### src/rtl/tick_pkg.sv
package tick_pkg;
  // strobes from control to datapath, one set per cycle
  typedef struct packed {
    logic loadCnt;  // replace count and trap flag with write data
    logic loadLim;  // replace compare value
    logic step;     // advance count by one
  } tickStrobe_t;
endpackage

### src/rtl/tick_dp.sv
module tick_dp
  import tick_pkg::*;
#(
  parameter int CNT_W = 63
) (
  input  logic             clk,
  input  logic             rstN,
  input  tickStrobe_t      strb,
  input  logic [CNT_W:0]   wrData,
  output logic [CNT_W-1:0] cntVal,
  output logic             trapFlag,
  output logic             reached
);
  logic [CNT_W-1:0] cmpVal;
  logic [CNT_W-1:0] cntNext;

  assign cntNext = cntVal + {{(CNT_W-1){1'b0}}, 1'b1};
  assign reached = (cntNext >= cmpVal);

  always_ff @(posedge clk or negedge rstN) begin
    if (!rstN) begin
      cntVal   <= '0;
      trapFlag <= 1'b1;
    end else if (strb.loadCnt) begin
      cntVal   <= wrData[CNT_W-1:0];
      trapFlag <= wrData[CNT_W];
    end else if (strb.step) begin
      cntVal   <= cntNext;
    end
  end

  always_ff @(posedge clk or negedge rstN) begin
    if (!rstN)             cmpVal <= '0;
    else if (strb.loadLim) cmpVal <= wrData[CNT_W-1:0];
  end

  // a plain step advances the count by exactly one
  a_r2_step_by_one: assert property (@(posedge clk) disable iff (!rstN)
    (strb.step && !strb.loadCnt) |=> (cntVal == $past(cntVal) + 1'b1));

  // a count load takes both the value and the flag
  a_r3_count_load: assert property (@(posedge clk) disable iff (!rstN)
    strb.loadCnt |=> (cntVal == $past(wrData[CNT_W-1:0]) && trapFlag == $past(wrData[CNT_W])));

  // no strobe leaves the count alone
  a_r2_hold: assert property (@(posedge clk) disable iff (!rstN)
    (!strb.loadCnt && !strb.step) |=> $stable(cntVal));
endmodule

### src/rtl/tick_ctl.sv
module tick_ctl
  import tick_pkg::*;
#(
  parameter int CNT_W = 63
) (
  input  logic           clk,
  input  logic           rstN,
  input  logic           tickEn,
  input  logic           wrEn,
  input  logic           wrSel,
  input  logic [CNT_W:0] wrData,
  input  logic           softClr,
  input  logic           reached,
  output tickStrobe_t    strb,
  output logic           softIrq,
  output logic           wakePulse
);
  logic armed;
  logic fire;
  logic armReq;

  always_comb begin
    strb.loadCnt = wrEn && !wrSel;
    strb.loadLim = wrEn && wrSel;
    strb.step    = tickEn && !wrEn;
  end

  // a limit write arms only with the disable flag clear and a nonzero compare
  assign armReq = !wrData[CNT_W] && (wrData[CNT_W-1:0] != '0);
  assign fire   = armed && strb.step && reached;

  always_ff @(posedge clk or negedge rstN) begin
    if (!rstN)             armed <= 1'b0;
    else if (strb.loadLim) armed <= armReq;
    else if (fire)         armed <= 1'b0;
  end

  always_ff @(posedge clk or negedge rstN) begin
    if (!rstN) begin
      softIrq   <= 1'b0;
      wakePulse <= 1'b0;
    end else begin
      wakePulse <= fire;
      if (fire)         softIrq <= 1'b1;
      else if (softClr) softIrq <= 1'b0;
    end
  end

  // a wake always comes with the soft bit
  a_r5_wake_with_soft: assert property (@(posedge clk) disable iff (!rstN)
    wakePulse |-> softIrq);

  // the wake is a single-cycle pulse
  a_r5_wake_single: assert property (@(posedge clk) disable iff (!rstN)
    wakePulse |=> !wakePulse);

  // a disabled or zero limit write leaves nothing armed
  a_r7_disarm: assert property (@(posedge clk) disable iff (!rstN)
    (wrEn && wrSel && (wrData[CNT_W] || wrData[CNT_W-1:0] == '0)) |=> !armed);

  // the soft bit only falls through a clear
  a_r8_sticky: assert property (@(posedge clk) disable iff (!rstN)
    (softIrq && !softClr) |=> softIrq);

  // no match is taken in a write cycle
  a_r3_no_fire_on_write: assert property (@(posedge clk) disable iff (!rstN)
    wrEn |=> !wakePulse);
endmodule

### src/rtl/tick_timer.sv
module tick_timer
  import tick_pkg::*;
#(
  parameter int CNT_W = 63,
  localparam int WORD_W = CNT_W + 1
) (
  input  logic              clk,
  input  logic              rstN,
  input  logic              tickEn,
  input  logic              wrEn,
  input  logic              wrSel,
  input  logic [WORD_W-1:0] wrData,
  input  logic              softClr,
  output logic [WORD_W-1:0] rdData,
  output logic              softIrq,
  output logic              wakePulse
);
  tickStrobe_t      strb;
  logic [CNT_W-1:0] cntVal;
  logic             trapFlag;
  logic             reached;

  tick_ctl #(.CNT_W(CNT_W)) u_ctl (
    .clk(clk), .rstN(rstN), .tickEn(tickEn), .wrEn(wrEn), .wrSel(wrSel),
    .wrData(wrData), .softClr(softClr), .reached(reached), .strb(strb),
    .softIrq(softIrq), .wakePulse(wakePulse)
  );

  tick_dp #(.CNT_W(CNT_W)) u_dp (
    .clk(clk), .rstN(rstN), .strb(strb), .wrData(wrData),
    .cntVal(cntVal), .trapFlag(trapFlag), .reached(reached)
  );

  assign rdData = {trapFlag, cntVal};
endmodule

### config.mk
export PLATFORM = sky130hd
export DESIGN_NAME = tick_timer
export DESIGN_NICKNAME = d
export VERILOG_FILES = /design/src/rtl/tick_pkg.sv /design/src/rtl/tick_dp.sv /design/src/rtl/tick_ctl.sv /design/src/rtl/tick_timer.sv
export SDC_FILE = /design/constraint.sdc
export NUM_CORES = 1
export LEC_CHECK = 0
export ABC_AREA = 1
export CAP_MARGIN = 20
export CORE_MARGIN = 2
export CORE_UTILIZATION = 25
export CTS_CLUSTER_DIAMETER = 50
export DETAILED_ROUTE_END_ITERATION = 7
export DONT_BUFFER_PORTS = 1
export HOLD_SLACK_MARGIN = 0.05
export PLACE_DENSITY_LB_ADDON = 0.08
export SLEW_MARGIN = 10
export SYNTH_ARGS = -nofsm -noshare
export SYNTH_HDL_FRONTEND = slang
export SYNTH_SLANG_ARGS = --single-unit
### constraint.sdc
create_clock -name clk -period 4.3 [get_ports clk]
set_input_delay 0 -clock clk [delete_from_list [all_inputs] [get_ports clk]]
set_output_delay 0 -clock clk [all_outputs]
set_load 0.02 [all_outputs]
==> results of run 1 <==
-- worst max-delay path by stage --
stage / from / endpoint / depth (start not counted)
after floorplan: u_dp.cntVal[0] / u_ctl.armed / 21
after global placement: u_dp.cntVal[36] / u_ctl.armed / 16
after detailed placement: u_dp.cntVal[36] / u_ctl.armed / 16
after CTS: u_dp.cntVal[36] / u_ctl.armed / 16
after global routing: u_dp.cntVal[36] / u_ctl.armed / 18
final: u_dp.cntVal[36] / u_ctl.armed / 16
-- state kept, by name, summed over array words and instances, names as in the netlist --
name and cells:
u_dp.cmpVal 63, u_ctl.armed 1, u_dp.trapFlag 1, u_ctl.wakePulse 1, u_dp.cntVal 63, u_ctl.softIrq 1
-- cells by family after synthesis --
logic type	after synthesis	share of synthesized area, %
xor gates and xnor gates	46	4.326
adders and majority gates	64	8.441
DFF	130	34.31
and+or+nand+nor	615	29.78
buffers and inverters	308	12.31
AOI/OAI and AO/OA	167	10.84
-- per-stage QoR --
step           setup WS, ns  cell area [µm²]  instances
2_1_floorplan         1.473             9487       1330
3_3_place_gp         0.4592            10070       1819
3_5_place_dp         0.4643            10070       1819
4_1_cts              0.4323            11360       1926
5_1_grt              0.1453            11360       1926
6_report             0.4499            11360       1926
-- layout make-up --
type	instances	area, µm²	share of cell area [%]
multi-input cells	892	5072	44.66
flip-flops and latches	130	3254	28.65
inverters	277	1041	9.165
repair buffers	84	835.8	7.358
well taps	511	639.4	5.629
clock buffers	25	475.5	4.186
clock inverters	7	40.04	0.3525
-- worst max-delay path, stage by stage (launching register included) --
cell and delay (ns):
dfrtp_1 0.61, inv_1 0.21, nor3_1 0.39, inv_1 0.15
nor2_1 0.13, nand2_1 0.08, nor2_2 0.27, nand2_1 0.17
xor2_1 0.19, ha_1 0.32, nand4_1 0.14, nor4_1 0.54
nand3_1 0.13, nand3_1 0.16, nand2_1 0.11, nand2_1 0.07
nand2_1 0.04
-- cell usage in the layout, fill, tap and decap left out, drive strengths merged, types with 8 or more instances in the layout --
cell         instances
nand2              340
inv                276
dfrtp              129
nor2               103
o21ai               76
dlygate4sd3         74
ha                  64
nand3               55
nand4               51
xor2                44
nor3                34
o221ai              28
clkbuf              25
a21oi               22
nor4                16
o21bai              13
o22ai               13
buf                 10
o211ai               9
and2                 8
-- power breakdown --
| part | total [mW] | switching (mW) | internal, mW |
|---|---|---|---|
| clock | 1.36 | 0.601 | 0.762 |
| combinational | 1.21 | 0.753 | 0.461 |
| sequential | 1.79 | 0.388 | 1.40 |
-- metal layers --
metal | global-route usage, % | up-vias | wire length [µm]
li1 | - | 4404 | -
met1 | 26.04 | 4169 | 17640
met2 | 32.72 | 152 | 17720
met3 | 4.764 | 27 | 1772
met4 | 5.362 | 0 | 646
met5 | 0 | - | 0
-- repair_timing --
item,CTS,global route
buffers inserted,0,0
hold buffers,75,0
hold endpoints to repair,259,0
==> results.py, run 1 <==
metrics = {
    "worst_setup_path": {
        "worst_ep_required_time_ns": 4.63,
        "reg2regPathDepth": 16,
        "timing.rr.end": "u_ctl.armed",
        "end_kind": "flop",
        "cp_max_fo": 4,
        "arrival_ns": 4.18,
        "crit_path_start_kind": "flop",
        "r2r_start": "u_dp.cntVal[36]",
        "path_class": "flop to flop",
        "r2r_slack_ns": 0.45,
    },
    "route": {
        "avgViaCountPerCell": 4.544,
        "route.detailed.drc": 0,
        "dr.pass1.iters": 4,
        "wl_per_cell_um": 19.62,
        "vias": 8752,
        "drtIter0Drc": 533,
        "drtAntennaViolNets": 0,
        "detail_route.wirelength_um": 37790,
    },
    "synthesis": {
        "syn-cell-area_um2": 9487,
        "avgSynthCellArea_um2": 7.133,
        "synth_edf_count": 0,
        "yosys_warnings": 0,
        "synth_fp_nets": 1464,
        "ys_types": 41,
        "ys_async_sr_fraction_pct": 100.0,
        "synthTopCellsByCount": "329 x nand2_1, 267 x inv_1, 129 x dfrtp_1",
        "yosysSeqAreaShare_pct": 34.30,
        "yosysMostFrequentCell": "nand2_1",
        "synth_area_leaders": "dfrtp_1 34%, nand2_1 13%, inv_1 11%, ha_1 8.4%, xor2_1 4.0%",
        "synth-seq-cells": 130,
        "synth_flop_cell": "dfrtp_1",
        "synthCells": 1330,
        "synth_top_area_share_pct": 34.03,
        "synth_area_leader_cell": "dfrtp_1",
    },
    "clocking": {
        "cts.path.max_buffers": 2,
        "cts_tree": "built",
        "clock-sinks": 130,
        "htreeDepth": 4,
        "clk_pin_slew_ns": 0.07,
        "cts-root-buf": "clkbuf_16",
        "numCtsBuffers": 17,
        "ctsResizeCount": 0,
        "insertion_delay_ns": 0.45,
    },
    "global_routing": {
        "grt_pass1_wl_um": 57350,
        "first_global_vias": 9072,
        "overflow": 0,
        "grt_max_degree": 131,
        "antenna_found_initial": 0,
        "track_usage_pct": 19.90,
    },
    "floorplan": {
        "rows": 71,
        "die_w_um": 198.8,
        "core_area_um2": 37490,
        "die_h_um": 198.8,
        "start_util_pct": 25.31,
        "ioPinCount": 136,
        "die_area_um2": 39520,
    },
    "power": {
        "worst_ir_drop_vdd_mv": 0.2598,
        "p_total_mw": 4.363,
        "power_density_nw_per_um2": 384.1,
        "p_leak_nw": 5.464,
    },
    "timing": {
        "final-setup-viol-count": 0,
        "slew_headroom_pct": 42.37,
        "fin_crit_sh_pct": 89.54,
        "min_period_ns": 3.850,
        "tns_ns": 0,
        "hold_violations": 0,
        "slew_viol_final": 0,
        "fmax_ghz": 0.2597,
        "rsz0062_at_grt": "false",
        "timing.hold.ws_ns": 0.2395,
        "clock_skew_ns": 0.01443,
        "worst_pin_slew_ns": 0.8635,
    },
    "run_status": {
        "status": "complete, no violations",
    },
    "finish": {
        "final_nets": 1536,
        "drive_gt1_share_pct": 6.855,
        "postLayoutCoreUtil_pct": 30.30,
        "fillers": 4224,
        "insertedDiodeCount": 0,
        "syn_to_final_growth_pct": 19.73,
    },
    "placement": {
        "dpl.hpwl_um": 29040,
        "place_congestion": 0.8184,
        "io_buffers": 0,
    },
    "hold_path": {
        "hold_class": "input pin to asynchronous set/reset pin",
    },
    "job": {
        "maxCapViolCount": 0,
    },
}
Note: power is estimated with default switching activity, not from simulation.
==> run 2: changes to the inputs <==
--- a/config.mk
+++ b/config.mk
@@ -7,6 +7,8 @@
 export LEC_CHECK = 0
 export ABC_AREA = 1
 export CAP_MARGIN = 20
+export CELL_PAD_IN_SITES_DETAIL_PLACEMENT = 0
+export CELL_PAD_IN_SITES_GLOBAL_PLACEMENT = 1
 export CORE_MARGIN = 2
 export CORE_UTILIZATION = 25
 export CTS_CLUSTER_DIAMETER = 50
@@ -17,4 +19,5 @@
 export SLEW_MARGIN = 10
 export SYNTH_ARGS = -nofsm -noshare
 export SYNTH_HDL_FRONTEND = slang
+export SYNTH_HIERARCHICAL = 1
 export SYNTH_SLANG_ARGS = --single-unit
==> run 2 against run 1 <==
  * Highest routed layer unchanged
  * Synthesized cell count is 0.75% lower
  * Worst hold slack got worse by 0.15 ns
  * Sequential share of layout area is 0.18 points higher
  * Cell count shrank 2.3%
  * Global-route usage rose by 0.51 points
  * Sequential power decreased by 6%
  * Clock power increased by 14%
  * Worst setup slack worse by 0.016 ns
  * Die area shrank 2.0%
==> results.py, run 2 <==
metrics = {
    "synthesis": {
        "synth_edf_count": 0,
        "syn-cell-area_um2": 9295,
        "synthCells": 1320,
        "yosys_warnings": 6,
        "synthTopCellsByCount": "373 x nand2_1, 169 x inv_1, 164 x nor2_1",
        "avgSynthCellArea_um2": 7.042,
        "ys_types": 42,
        "synth-seq-cells": 130,
        "synth_fp_nets": 1454,
        "synth_top_area_share_pct": 34.73,
        "synth_flop_cell": "dfrtp_1",
        "yosysSeqAreaShare_pct": 35.01,
        "synth_area_leader_cell": "dfrtp_1",
        "ys_async_sr_fraction_pct": 100.0,
        "synth_area_leaders": "dfrtp_1 35%, nand2_1 15%, ha_1 8.6%, inv_1 6.8%, nor2_1 6.6%",
        "yosysMostFrequentCell": "nand2_1",
    },
    "worst_setup_path": {
        "path_class": "flop to flop",
        "crit_path_start_kind": "flop",
        "r2r_start": "u_dp/cntVal[13]",
        "timing.rr.end": "u_ctl/armed",
        "worst_ep_required_time_ns": 4.63,
        "r2r_slack_ns": 0.43,
        "cp_max_fo": 5,
        "crit_slowest_cell": "dfrtp_1",
        "end_kind": "flop",
        "path_cells": "nand2_1, nor2_1, nand2_1, nor3b_1, nand4_1, and2_1, ha_1, nand2_1, nor2_1, nand2_1, nor2_1, nand2_1, nor2_1, nand2_1, nand3_1, nor2_1, nand2_1, nand3_1, nand3_1, nand2_1",
        "arrival_ns": 4.19,
        "reg2regPathDepth": 20,
        "crit_top_cell": "nand2_1",
        "slowest_delay_ns": 0.57,
    },
    "clocking": {
        "htreeDepth": 4,
        "cts-root-buf": "clkbuf_16",
        "numCtsBuffers": 17,
        "insertion_delay_ns": 0.44,
        "ctsResizeCount": 0,
        "clock-sinks": 130,
        "cts_tree": "built",
        "clk_pin_slew_ns": 0.06,
        "cts.path.max_buffers": 2,
    },
    "floorplan": {
        "rows": 70,
        "die_w_um": 196.8,
        "die_h_um": 196.8,
        "start_util_pct": 25.39,
        "ioPinCount": 136,
        "core_area_um2": 36610,
        "die_area_um2": 38740,
    },
    "power": {
        "internal_power_mw": 2.767,
        "p_sw_share_pct": 36.06,
        "power_density_nw_per_um2": 383.4,
        "p_seq_share_pct": 38.8,
        "p_leak_nw": 5.202,
        "power_frac_clock_pct": 35.8,
        "switching_power_mw": 1.560,
        "worst_ir_drop_vdd_mv": 0.2738,
        "combPwrFrac_pct": 25.4,
        "p_total_mw": 4.327,
    },
    "hold_path": {
        "holdPathStages": 8,
        "min_to": "u_ctl/armed",
        "hold_class": "input pin to flop",
        "worstHoldStart": "wrData[0]",
    },
    "route": {
        "detail_route.wirelength_um": 37930,
        "avgViaCountPerCell": 4.614,
        "route.detailed.drc": 0,
        "drtAntennaViolNets": 0,
        "vias": 8679,
        "wl_per_cell_um": 20.16,
        "dr.pass1.iters": 5,
        "drtIter0Drc": 454,
    },
    "timing": {
        "hold_violations": 0,
        "min_period_ns": 3.866,
        "tns_ns": 0,
        "slew_viol_final": 0,
        "timing.hold.ws_ns": 0.08717,
        "rsz0062_at_grt": "false",
        "fin_crit_sh_pct": 89.91,
        "finalWorstSetupSlack_ns": 0.4338,
        "fmax_ghz": 0.2587,
        "final-setup-viol-count": 0,
        "clock_skew_ns": 0.01169,
        "slew_headroom_pct": 33.70,
        "worst_pin_slew_ns": 0.9922,
    },
    "job": {
        "maxCapViolCount": 0,
    },
    "global_routing": {
        "grtUsageMet2_pct": 31.55,
        "antenna_found_initial": 0,
        "grt_pass1_wl_um": 58460,
        "top_usage_layer": "met2",
        "grt_use_met1_pct": 28.86,
        "track_usage_pct": 20.42,
        "first_global_vias": 9016,
        "grt_max_degree": 131,
        "gr-usage-met3_pct": 3.970,
        "overflow": 0,
    },
    "placement": {
        "dp_cells": 1778,
        "place_congestion": 0.8446,
        "io_buffers": 0,
        "place_area_um2": 9951,
        "post-place-ws_ns": 0.3981,
        "dpl.hpwl_um": 29690,
    },
    "finish": {
        "syn_to_final_growth_pct": 21.42,
        "fillers": 4037,
        "final_common_cell": "nand2_1",
        "stdcell_area_um2": 11290,
        "largest_registers": "u_dp/cmpVal x63, u_dp/cntVal x63",
        "multi_input_area_um2": 5283,
        "postLayoutCoreUtil_pct": 30.83,
        "fin_cells": 1881,
        "drive_gt1_share_pct": 7.289,
        "final_nets": 1534,
        "register_area_um2": 3254,
        "mostFrequentLayoutCells": "373 x nand2_1, 168 x inv_1, 161 x nor2_1, 129 x dfrtp_1, 75 x o21ai_0",
        "insertedDiodeCount": 0,
    },
    "run_status": {
        "status": "complete, no violations",
    },
}
==> run 2: how the worst max path moves through the flow <==
stage                     from  cells after the start           to
2_1_floorplan   u_dp/cntVal[0]                     23  u_ctl/armed
3_3_place_gp   u_dp/cntVal[23]                     22  u_ctl/armed
3_5_place_dp   u_dp/cntVal[25]                     22  u_ctl/armed
4_1_cts         u_dp/cntVal[0]                     23  u_ctl/armed
5_1_grt         u_dp/cntVal[1]                     23  u_ctl/armed
6_report       u_dp/cntVal[13]                     20  u_ctl/armed
==> run 2: power groups by stage <==
stage                     Sequential (mW)  Combinational (mW)  Clock [mW]
after global placement               1.71                1.01           0
after CTS                            1.69                1.12        1.60
after global routing                 1.71                1.28        1.65
after floorplan                      1.66               0.683           0
after detailed placement             1.71                1.01           0
final                                1.68                1.10        1.55
==> run 2: cell families (layout without fill, tap and decap cells) <==
family / count (synthesis) / in the layout / share of synthesized area [%]
buffers and inverters: 206 / 299 / 8.400
multiplexers: 2 / 2 / 0.2423
XOR/XNOR: 32 / 32 / 3.258
AO/OA/AOI/OAI: 183 / 183 / 11.66
flip-flops: 130 / 130 / 35.01
AND/OR/NAND/NOR: 703 / 703 / 32.82
adder cells (fa/ha/maj): 64 / 64 / 8.615
==> run 2: worst max-delay path: cells and delay by family, from the launching register on <==
| kind | cells | cell delay (ns) |
|---|---|---|
| and+or+nand+nor | 19 | 2.88 |
| DFF | 1 | 0.57 |
| adders and majority gates | 1 | 0.29 |
==> run 2: cell type report <==
cell class / count / area share (%)
flip-flops and latches: 130 / 28.84
clock buffers: 23 / 4.235
well taps: 468 / 5.188
repair buffers: 95 / 8.049
multi-input cells: 984 / 46.81
clock inverters: 9 / 1.142
inverters: 172 / 5.743
==> run 2: timing repair <==
| item | CTS | global route |
|---|---|---|
| buffers inserted | 0 | 0 |
| hold buffers | 71 | 0 |
| hold endpoints to repair | 260 | 0 |
==> run 2: routing by layer <==
metal | part of all wire (%) | up-vias | routed length, µm
met1 | 50 | 4094 | 18870
met4 | 1.7 | 0 | 641
met3 | 4.5 | 26 | 1710
li1 | - | 4411 | -
met2 | 44 | 148 | 16710
met5 | 0 | - | 0
==> run 3: changes to the inputs <==
--- a/config.mk
+++ b/config.mk
@@ -16,6 +16,7 @@
 export DONT_BUFFER_PORTS = 1
 export HOLD_SLACK_MARGIN = 0.05
 export PLACE_DENSITY_LB_ADDON = 0.08
+export RECOVER_POWER = 25
 export SLEW_MARGIN = 10
 export SYNTH_ARGS = -nofsm -noshare
 export SYNTH_HDL_FRONTEND = slang
==> constraint.sdc (replaced) <==
create_clock -name clk -period 4.1 [get_ports clk]
set_input_delay 0 -clock clk [delete_from_list [all_inputs] [get_ports clk]]
set_output_delay 0 -clock clk [all_outputs]
set_load 0.02 [all_outputs]
==> run 3 against run 2 <==
  * Count of clock-buffer cells in the layout is 2 lower
  * Worst setup slack gained 0.033 ns
  * First-iteration DRC count is 2.0% higher
  * Non-clock buffer count is 17 higher
==> results.py, run 3 (same netlist as run 2, synthesis figures left out) <==
metrics = {
    "route": {
        "drtAntennaViolNets": 0,
        "detail_route.wirelength_um": 38180,
        "drtIter0Drc": 463,
        "dr.pass1.iters": 5,
        "vias": 8753,
        "route.detailed.drc": 0,
        "wl_per_cell_um": 20.12,
        "avgViaCountPerCell": 4.612,
    },
    "timing": {
        "clock_skew_ns": 0.01085,
        "slew_viol_final": 0,
        "slew_headroom_pct": 29.07,
        "final-setup-viol-count": 0,
        "worst_pin_slew_ns": 1.063,
        "tns_ns": 0,
        "hold_violations": 0,
        "min_period_ns": 3.634,
        "fin_crit_sh_pct": 88.62,
        "fmax_ghz": 0.2752,
        "finalWorstSetupSlack_ns": 0.4664,
    },
    "worst_setup_path": {
        "reg2regPathDepth": 22,
        "worst_ep_required_time_ns": 4.43,
        "crit_top_cell": "nand2_1",
        "crit_slowest_cell": "dfrtp_2",
        "crit_path_start_kind": "flop",
        "cp_max_fo": 5,
        "cp_num_buf_inv": 1,
        "cp.depth": 22,
        "path_class": "flop to flop",
        "cp_top_family": "simple AND/OR/NAND/NOR gates",
        "path_cells": "nand2_1, nor2_2, nand2_1, nor2_4, nand2_2, clkinv_1, nand3_1, and2_1, ha_1, nand2_1, nor2_1, nand2_1, nor2_1, nand2_1, nor2_1, nand2_1, nand3_1, nor2_1, nand2_1, nand3_1, nand3_1, nand2_1",
        "end_kind": "flop",
        "startpoint": "u_dp/cntVal[8]",
        "arrival_ns": 3.97,
        "slowest_delay_ns": 0.49,
        "r2r_start": "u_dp/cntVal[8]",
    },
    "floorplan": {
        "ioPinCount": 136,
        "start_util_pct": 25.39,
        "rows": 70,
        "die_w_um": 196.8,
        "die_area_um2": 38740,
        "die_h_um": 196.8,
        "core_area_um2": 36610,
    },
    "global_routing": {
        "track_usage_pct": 20.38,
        "gr-usage-met3_pct": 3.970,
        "antenna_found_initial": 0,
        "grt_pass1_wl_um": 58350,
        "grt_max_degree": 131,
        "first_global_vias": 9068,
        "top_usage_layer": "met2",
        "overflow": 0,
        "grtUsageMet2_pct": 32.25,
        "grt_use_met1_pct": 28.17,
    },
    "hold_path": {
        "worstHoldStart": "wrData[5]",
        "holdPathStages": 8,
        "hold_class": "input pin to flop",
    },
    "finish": {
        "final_common_cell": "nand2_1",
        "insertedDiodeCount": 0,
        "stdcell_area_um2": 11500,
        "final_nets": 1551,
        "drive_gt1_share_pct": 10.70,
        "mostFrequentLayoutCells": "373 x nand2_1, 168 x inv_1, 155 x nor2_1, 106 x dfrtp_1, 75 x o21ai_0",
        "fillers": 4094,
        "syn_to_final_growth_pct": 23.77,
        "largest_registers": "u_dp/cmpVal x63, u_dp/cntVal x63",
    },
    "power": {
        "p_leak_nw": 5.281,
        "power_density_nw_per_um2": 406.8,
        "p_total_mw": 4.680,
        "worst_ir_drop_vdd_mv": 0.2907,
    },
    "placement": {
        "place_area_um2": 10060,
        "dpl.hpwl_um": 29630,
        "post-place-ws_ns": 0.1119,
        "io_buffers": 0,
        "place_congestion": 0.8404,
    },
    "job": {
        "maxCapViolCount": 0,
    },
    "clocking": {
        "cts-root-buf": "clkbuf_16",
        "clk_pin_slew_ns": 0.07,
        "htreeDepth": 4,
        "clock-sinks": 130,
        "cts_tree": "built",
        "numCtsBuffers": 17,
        "insertion_delay_ns": 0.44,
        "cts.path.max_buffers": 2,
    },
    "run_status": {
        "status": "complete, no violations",
    },
}
## run 3: cell types whose count changed in the layout (fill, tap and decap cells not counted), moves of 3 or more
| cell | delta |
|---|---|
| nor2_1 | -6 |
| clkinv_4 | +3 |
| nor2_2 | +5 |
| dfrtp_1 | -23 |
| dfrtp_2 | +23 |
| buf_4 | +18 |
## run 3: routing by layer
layer	share of wire (%)	wire, µm
met1	49	18570
met2	45	17120
met3	4.6	1773
met4	1.9	713
met5	0	0
## run 3: worst min-delay path, stage by stage
cell and delay, ns:
nor2_1 0.03, nand2_1 0.05, nor2_1 0.07, nand2_1 0.13, nor2_1 0.06, nand2_1 0.05, nand2_1 0.06, nand2_1 0.06
## run 3: path summary, 6_finish.rpt
path                              endpoint  slack (ns)
min in group asynchronous  u_dp/cmpVal[23]        0.20
hold reg to reg                u_ctl/armed        0.51
setup reg to reg               u_ctl/armed        0.47
setup / recovery               u_ctl/armed        0.47
max in group asynchronous  u_dp/cntVal[44]        3.29
hold / removal                 u_ctl/armed        0.09
## run 3: per-stage QoR
stage / util, % / hold WS (ns) / std cells
2_1_floorplan: - / -0.2956 / 1320
3_3_place_gp: 27.47 / -0.2862 / 1792
3_5_place_dp: 27.47 / -0.2864 / 1792
4_1_cts: 31.20 / 0.05300 / 1894
5_1_grt: 31.43 / 0.1431 / 1898
6_report: 31.43 / 0.08916 / 1898
## run 3: what timing repair did
item,CTS,global route
hold buffers,70,0
hold endpoints to repair,260,0
buffers inserted,0,4
endpoints found under the setup margin,0,3
resized for setup,0,31
## run 3: power breakdown
group / switching, mW / internal [mW] / total, mW
combinational: 0.780 / 0.466 / 1.25
sequential: 0.249 / 1.47 / 1.72
clock: 0.645 / 1.07 / 1.72
total: 1.67 / 3.01 / 4.68
## run 3: layout make-up
type	count	area, µm²	area share, %
clock inverter	11	176.4	1.533
tap	468	585.6	5.090
multi-input combinational	984	5308	46.13
inverter	172	648.1	5.633
timing repair buffer	112	1033	8.983
clock buffer	21	470.5	4.089
sequential	130	3283	28.54
